===== src/rtl/fifo_ofs_pkg.sv =====
package fifo_ofs_pkg;
    typedef enum logic [1:0] {
        ST_PAR_AE = 2'b00,
        ST_PAR_AF = 2'b01,
        ST_SER_AE = 2'b10,
        ST_SER_AF = 2'b11
    } ldr_state_e;
endpackage


===== src/rtl/fifo_ofs_seq.sv =====
module fifo_ofs_seq
    import fifo_ofs_pkg::*;
#(
    parameter int OFS_W = 14,
    localparam int IDX_W = $clog2(OFS_W)
) (
    input  logic             clk,
    input  logic             mrst_n,
    input  logic             load_mode,
    input  logic             wr_en,
    input  logic             rd_en,
    output logic             serial,
    output logic             sel_af,
    output logic             shift_en,
    output logic             par_wr,
    output logic             par_rd,
    output logic [IDX_W-1:0] bit_idx
);
    localparam logic [IDX_W-1:0] LAST_IDX = IDX_W'(OFS_W - 1);

    ldr_state_e state, state_nx;
    logic       last_bit;

    always_comb begin
        serial   = (state == ST_SER_AE) || (state == ST_SER_AF);
        sel_af   = (state == ST_PAR_AF) || (state == ST_SER_AF);
        shift_en = serial && wr_en;
        par_wr   = !serial && wr_en;
        par_rd   = !serial && rd_en && !wr_en;
        last_bit = (bit_idx == LAST_IDX);
    end

    always_comb begin
        state_nx = state;
        unique case (state)
            ST_SER_AE: if (shift_en && last_bit) state_nx = ST_SER_AF;
            ST_SER_AF: if (shift_en && last_bit) state_nx = ST_SER_AE;
            ST_PAR_AE: if (par_wr || par_rd)     state_nx = ST_PAR_AF;
            ST_PAR_AF: if (par_wr || par_rd)     state_nx = ST_PAR_AE;
        endcase
    end

    always_ff @(posedge clk) begin
        if (!mrst_n) begin
            state   <= load_mode ? ST_SER_AE : ST_PAR_AE;
            bit_idx <= '0;
        end else begin
            state <= state_nx;
            if (shift_en) bit_idx <= last_bit ? '0 : bit_idx + 1'b1;
        end
    end


    mode_hold_chk: assert property (@(posedge clk) disable iff (!mrst_n)
        1'b1 |=> serial == $past(serial));


    idx_range_chk: assert property (@(posedge clk) disable iff (!mrst_n)
        bit_idx <= LAST_IDX);


    par_toggle_chk: assert property (@(posedge clk) disable iff (!mrst_n)
        (par_wr || par_rd) |=> sel_af != $past(sel_af));
endmodule


===== src/rtl/fifo_ofs_regs.sv =====
module fifo_ofs_regs #(
    parameter int OFS_W   = 14,
    parameter int SER_DEF = 1023,
    parameter int PAR_DEF = 127,
    localparam int IDX_W  = $clog2(OFS_W)
) (
    input  logic             clk,
    input  logic             mrst_n,
    input  logic             load_mode,
    input  logic             shift_en,
    input  logic             par_wr,
    input  logic             sel_af,
    input  logic [IDX_W-1:0] bit_idx,
    input  logic             sdin,
    input  logic [OFS_W-1:0] wdata,
    output logic [OFS_W-1:0] ae_q,
    output logic [OFS_W-1:0] af_q
);
    localparam logic [OFS_W-1:0] SER_VAL = OFS_W'(SER_DEF);
    localparam logic [OFS_W-1:0] PAR_VAL = OFS_W'(PAR_DEF);

    logic [OFS_W-1:0] ofs_q [2];

    for (genvar g = 0; g < 2; g++) begin : g_ofs
        always_ff @(posedge clk) begin
            if (!mrst_n) begin
                ofs_q[g] <= load_mode ? SER_VAL : PAR_VAL;
            end else if (sel_af == g[0]) begin
                if (par_wr)        ofs_q[g]          <= wdata;
                else if (shift_en) ofs_q[g][bit_idx] <= sdin;
            end
        end
    end

    assign ae_q = ofs_q[0];
    assign af_q = ofs_q[1];


    ofs_hold_chk: assert property (@(posedge clk) disable iff (!mrst_n)
        (!shift_en && !par_wr) |=> ($stable(ae_q) && $stable(af_q)));
endmodule


===== src/rtl/fifo_ofs_rdback.sv =====
module fifo_ofs_rdback #(
    parameter int OFS_W = 14
) (
    input  logic             clk,
    input  logic             mrst_n,
    input  logic             par_rd,
    input  logic             sel_af,
    input  logic [OFS_W-1:0] ae_q,
    input  logic [OFS_W-1:0] af_q,
    output logic [OFS_W-1:0] rdata,
    output logic             rd_valid
);
    always_ff @(posedge clk) begin
        if (!mrst_n) begin
            rdata    <= '0;
            rd_valid <= 1'b0;
        end else begin
            rd_valid <= par_rd;
            if (par_rd) rdata <= sel_af ? af_q : ae_q;
        end
    end


    rdata_hold_chk: assert property (@(posedge clk) disable iff (!mrst_n)
        !par_rd |=> $stable(rdata));
endmodule


===== src/rtl/fifo_ofs_loader.sv =====
module fifo_ofs_loader #(
    parameter int OFS_W   = 14,
    parameter int SER_DEF = 1023,
    parameter int PAR_DEF = 127
) (
    input  logic             clk,
    input  logic             mrst_n,
    input  logic             load_mode,
    input  logic             wr_en,
    input  logic             rd_en,
    input  logic             sdin,
    input  logic [OFS_W-1:0] wdata,
    output logic [OFS_W-1:0] ae_offset,
    output logic [OFS_W-1:0] af_offset,
    output logic [OFS_W-1:0] rdata,
    output logic             rd_valid
);
    localparam int IDX_W = $clog2(OFS_W);

    logic             serial, sel_af, shift_en, par_wr, par_rd;
    logic [IDX_W-1:0] bit_idx;

    fifo_ofs_seq #(.OFS_W(OFS_W)) i_seq (
        .clk(clk), .mrst_n(mrst_n), .load_mode(load_mode),
        .wr_en(wr_en), .rd_en(rd_en),
        .serial(serial), .sel_af(sel_af), .shift_en(shift_en),
        .par_wr(par_wr), .par_rd(par_rd), .bit_idx(bit_idx)
    );

    fifo_ofs_regs #(.OFS_W(OFS_W), .SER_DEF(SER_DEF), .PAR_DEF(PAR_DEF)) i_regs (
        .clk(clk), .mrst_n(mrst_n), .load_mode(load_mode),
        .shift_en(shift_en), .par_wr(par_wr), .sel_af(sel_af),
        .bit_idx(bit_idx), .sdin(sdin), .wdata(wdata),
        .ae_q(ae_offset), .af_q(af_offset)
    );

    fifo_ofs_rdback #(.OFS_W(OFS_W)) i_rdback (
        .clk(clk), .mrst_n(mrst_n), .par_rd(par_rd), .sel_af(sel_af),
        .ae_q(ae_offset), .af_q(af_offset),
        .rdata(rdata), .rd_valid(rd_valid)
    );


    ser_no_read_chk: assert property (@(posedge clk) disable iff (!mrst_n)
        serial |=> !rd_valid);


    wr_wins_chk: assert property (@(posedge clk) disable iff (!mrst_n)
        (wr_en && rd_en) |=> !rd_valid);
endmodule


===== config.mk =====
export PLATFORM = sky130hd
export DESIGN_NAME = fifo_ofs_loader
export DESIGN_NICKNAME = d
export VERILOG_FILES = /design/src/rtl/fifo_ofs_pkg.sv /design/src/rtl/fifo_ofs_seq.sv /design/src/rtl/fifo_ofs_regs.sv /design/src/rtl/fifo_ofs_rdback.sv /design/src/rtl/fifo_ofs_loader.sv
export SDC_FILE = /design/constraint.sdc
export NUM_CORES = 1
export LEC_CHECK = 0
export BUFFER_PORTS_ARGS = -buffer_cell sky130_fd_sc_hd__buf_2
export CAP_MARGIN = 40
export CORE_MARGIN = 2
export CORE_UTILIZATION = 54
export CTS_CLUSTER_SIZE = 14
export DETAILED_ROUTE_END_ITERATION = 8
export PLACE_DENSITY_LB_ADDON = 0.2
export SLEW_MARGIN = 30
export SYNTH_ARGS = -nofsm -noshare
export SYNTH_HDL_FRONTEND = slang
export SYNTH_SLANG_ARGS = --single-unit

===== constraint.sdc =====
create_clock -name clk -period 1.97 [get_ports clk]
set_input_delay 0.591 -clock clk [delete_from_list [all_inputs] [get_ports clk]]
set_output_delay 0.591 -clock clk [all_outputs]
set_load 0.05 [all_outputs]

==> flow_metrics.env <==
export IMPL_period_minus_slack_ns=1.703
export IMPL_gp_congestion=0.9726
export IMPL_ir_worst_vdd_mv=0.3825
export IMPL_numClockSinks=49
export IMPL_cts_inserted_buffers=5
export IMPL_r2r_start="i_seq.state[1]"
export IMPL_finalSetupViolCount=0
export IMPL_status="completed"
export IMPL_crit_start="i_seq.state[1]"
export IMPL_post_synth_num_cell_types=49
export IMPL_syn_area_um2=2693
export IMPL_nFillCells=401
export IMPL_crit_type="register to register"
export IMPL_firstDrtPassIters=5
export IMPL_nNetsFinal=338
export IMPL_async_flop_share=0
export IMPL_wl_per_cell_um=16.94
export IMPL_design_area_um2=3203
export IMPL_power_density_nw_per_um2=781.3
export IMPL_drtIter0Drc=203
export IMPL_cellLeakagePower_nw=1.399
export IMPL_fp_dieArea_um2=5567
export IMPL_n_antenna_cell=0
export IMPL_hold_class="register to register"
export IMPL_crit_arrival_ns=1.74
export IMPL_cts_hold_buf=0
export IMPL_cts_repair_resized=0
export IMPL_slew_headroom=0.7213
export IMPL_worst_pin_slew_ns=0.4174
export IMPL_min_from="i_rdback.rdata[10]"
export IMPL_ys_seq_area_frac=0.4758
export IMPL_die_w_um=74.62
export IMPL_dpl_cell_area_um2=3092
export IMPL_max_cap_violations=0
export IMPL_drv_slew=0
export IMPL_die_y_um=74.62
export IMPL_cts_clk_slew_worst_paths_ns=0.09
export IMPL_crit_path_start_kind="register"
export IMPL_drc_errors=0
export IMPL_avgSynthCellArea_um2=10.64
export IMPL_netlist_area_leader_share=0.3346
export IMPL_cts_setup_buffers=0
export IMPL_antenna_left=0
export IMPL_clkLatencyLatePin_ns=0.30
export IMPL_finalCritPeriodShare=0.8647
export IMPL_grt_pass1_vias=1995
export IMPL_portBuffers=62
export IMPL_synth_common_cells="edfxtp_1, nand2_1, mux2i_1"
export IMPL_layout_drive_gt1_share=0.3292
export IMPL_timing_setup_tns_ns=0
export IMPL_synth_top_cell_by_area="edfxtp_1"
export IMPL_final_hold_viol_count=0
export IMPL_synth_nets=273
export IMPL_viasPerCell=5.920
export IMPL_ios=63
export IMPL_vias=2285
export IMPL_grt_max_degree=30
export IMPL_placed_cells=378
export IMPL_crit_fanout=14
export IMPL_dp_hpwl_um=4860
export IMPL_synth_area_leaders="edfxtp_1, dfxtp_1, mux2i_1"
export IMPL_fin_skew_ns=0.003297
export IMPL_critPathCaptureType="register"
export IMPL_htree_levels=2
export IMPL_synth_top_flop_cell="edfxtp_1"
export IMPL_yosysWarningCount=0
export IMPL_wl_um=6537
export IMPL_fp_row_count=25
export IMPL_required_ns=2.00
export IMPL_initial_core_util=0.5663
export IMPL_track_usage=0.2425
export IMPL_ys_seq_elements=49
export IMPL_cts_tree="built"
export IMPL_fmax_mhz=587.0
export IMPL_grt_ovfl_total=0
export IMPL_synth_cells=253
export IMPL_clockRootBuffer="clkbuf_8"
export IMPL_synth_edff_count=30
export IMPL_cts_max_path_buffers=2
export IMPL_grt_pass1_wl_um=9922
export IMPL_rsz0062_at_grt="false"
export IMPL_core_area_um2=4755
export IMPL_antenna_found_initial=0
export IMPL_final_cell_count_no_fill=386
export IMPL_synthToLayoutAreaGrowth_pct=18.96
[layer usage]
| layer | up-vias | track usage | part of all wire |
|---|---|---|---|
| li1 | 1073 | - | - |
| met1 | 1089 | 0.3183 | 0.42 |
| met2 | 116 | 0.4120 | 0.50 |
| met3 | 7 | 0.04016 | 0.060 |
| met4 | 0 | 0.07937 | 0.011 |
| met5 | - | 0 | 0 |
[metrics by stage]
stage	worst slack, ns	utilization	power (mW)	hold slack (ns)
after global placement	0.09456	0.6503	1.824	0.4743
after global routing	0.1976	0.6737	2.587	0.5142
after CTS	0.2573	0.6737	2.518	0.5045
after floorplan	0.3036	-	1.666	0.5621
final	0.2666	0.6737	2.503	0.5004
after detailed placement	0.06635	0.6503	1.832	0.4838
[placed cells by master, fill, tap and decap left out, drive strengths merged, types with 2 or more instances in the layout]
cell,Yosys,final
nand2,32,32
buf,12,80
edfxtp,30,30
xnor2,2,2
nand4,2,2
nor3,5,5
nand2b,6,6
clkbuf,10,8
o211a,14,14
o31ai,4,4
o32a,7,7
a31oi,2,2
dfxtp,19,19
mux2i,27,27
o21ai,23,23
o2bb2ai,3,3
nor2,9,9
nor2b,5,5
nand4b,2,2
nand3,8,8
inv,4,4
a21oi,6,6
and2,2,2
o31a,2,2
[flip-flops by register name, indices dropped and copies added, names as in the netlist]
name               cells
i_seq.state            2
i_regs.ofs_q          28
i_rdback.rd_valid      1
i_seq.bit_idx          4
i_rdback.rdata        14
[path summary, 6_finish.rpt]
| kind | endpoint | slack (ns) | cells after the start |
|---|---|---|---|
| setup / recovery | i_regs.ofs_q[0][13] | 0.27 | 3 |
| setup reg to reg | i_regs.ofs_q[0][13] | 0.27 | 3 |
| hold reg to reg | i_rdback.rdata[10] | 0.50 | 1 |
| hold / removal | i_rdback.rdata[10] | 0.50 | 1 |
[cells by family after synthesis]
group                  after synthesis  synth area share
AO/OA/AOI/OAI                       65            0.1812
multiplexers                        28            0.1046
flip-flops                          49            0.4758
buffers and inverters               27           0.06180
XOR/XNOR                             2          0.006507
AND/OR/NAND/NOR                     82            0.1701
[where the power goes]
group	switching (mW)	total [mW]	leakage, nW	internal, mW
Sequential	0.0479	1.21	0.422	1.16
Combinational	0.407	0.603	0.920	0.196
Clock	0.327	0.690	0.0566	0.363
[cell type report]
class                           instances  area [um2]  area share
Sequential cell                        49        1281      0.4000
Multi-Input combinational cell        177        1250      0.3902
Timing Repair Buffer                   80       457.9      0.1430
Clock buffer                            8       111.4     0.03477
Tap cell                               67       83.83     0.02617
Inverter                                5       18.77    0.005859
[worst max-delay path: stages, from the launching register on]
cell	delay, ns
edfxtp_1	0.53
buf_4	0.23
o31a_2	0.45
a21bo_2	0.23
Note: power is estimated with default switching activity, not from simulation.
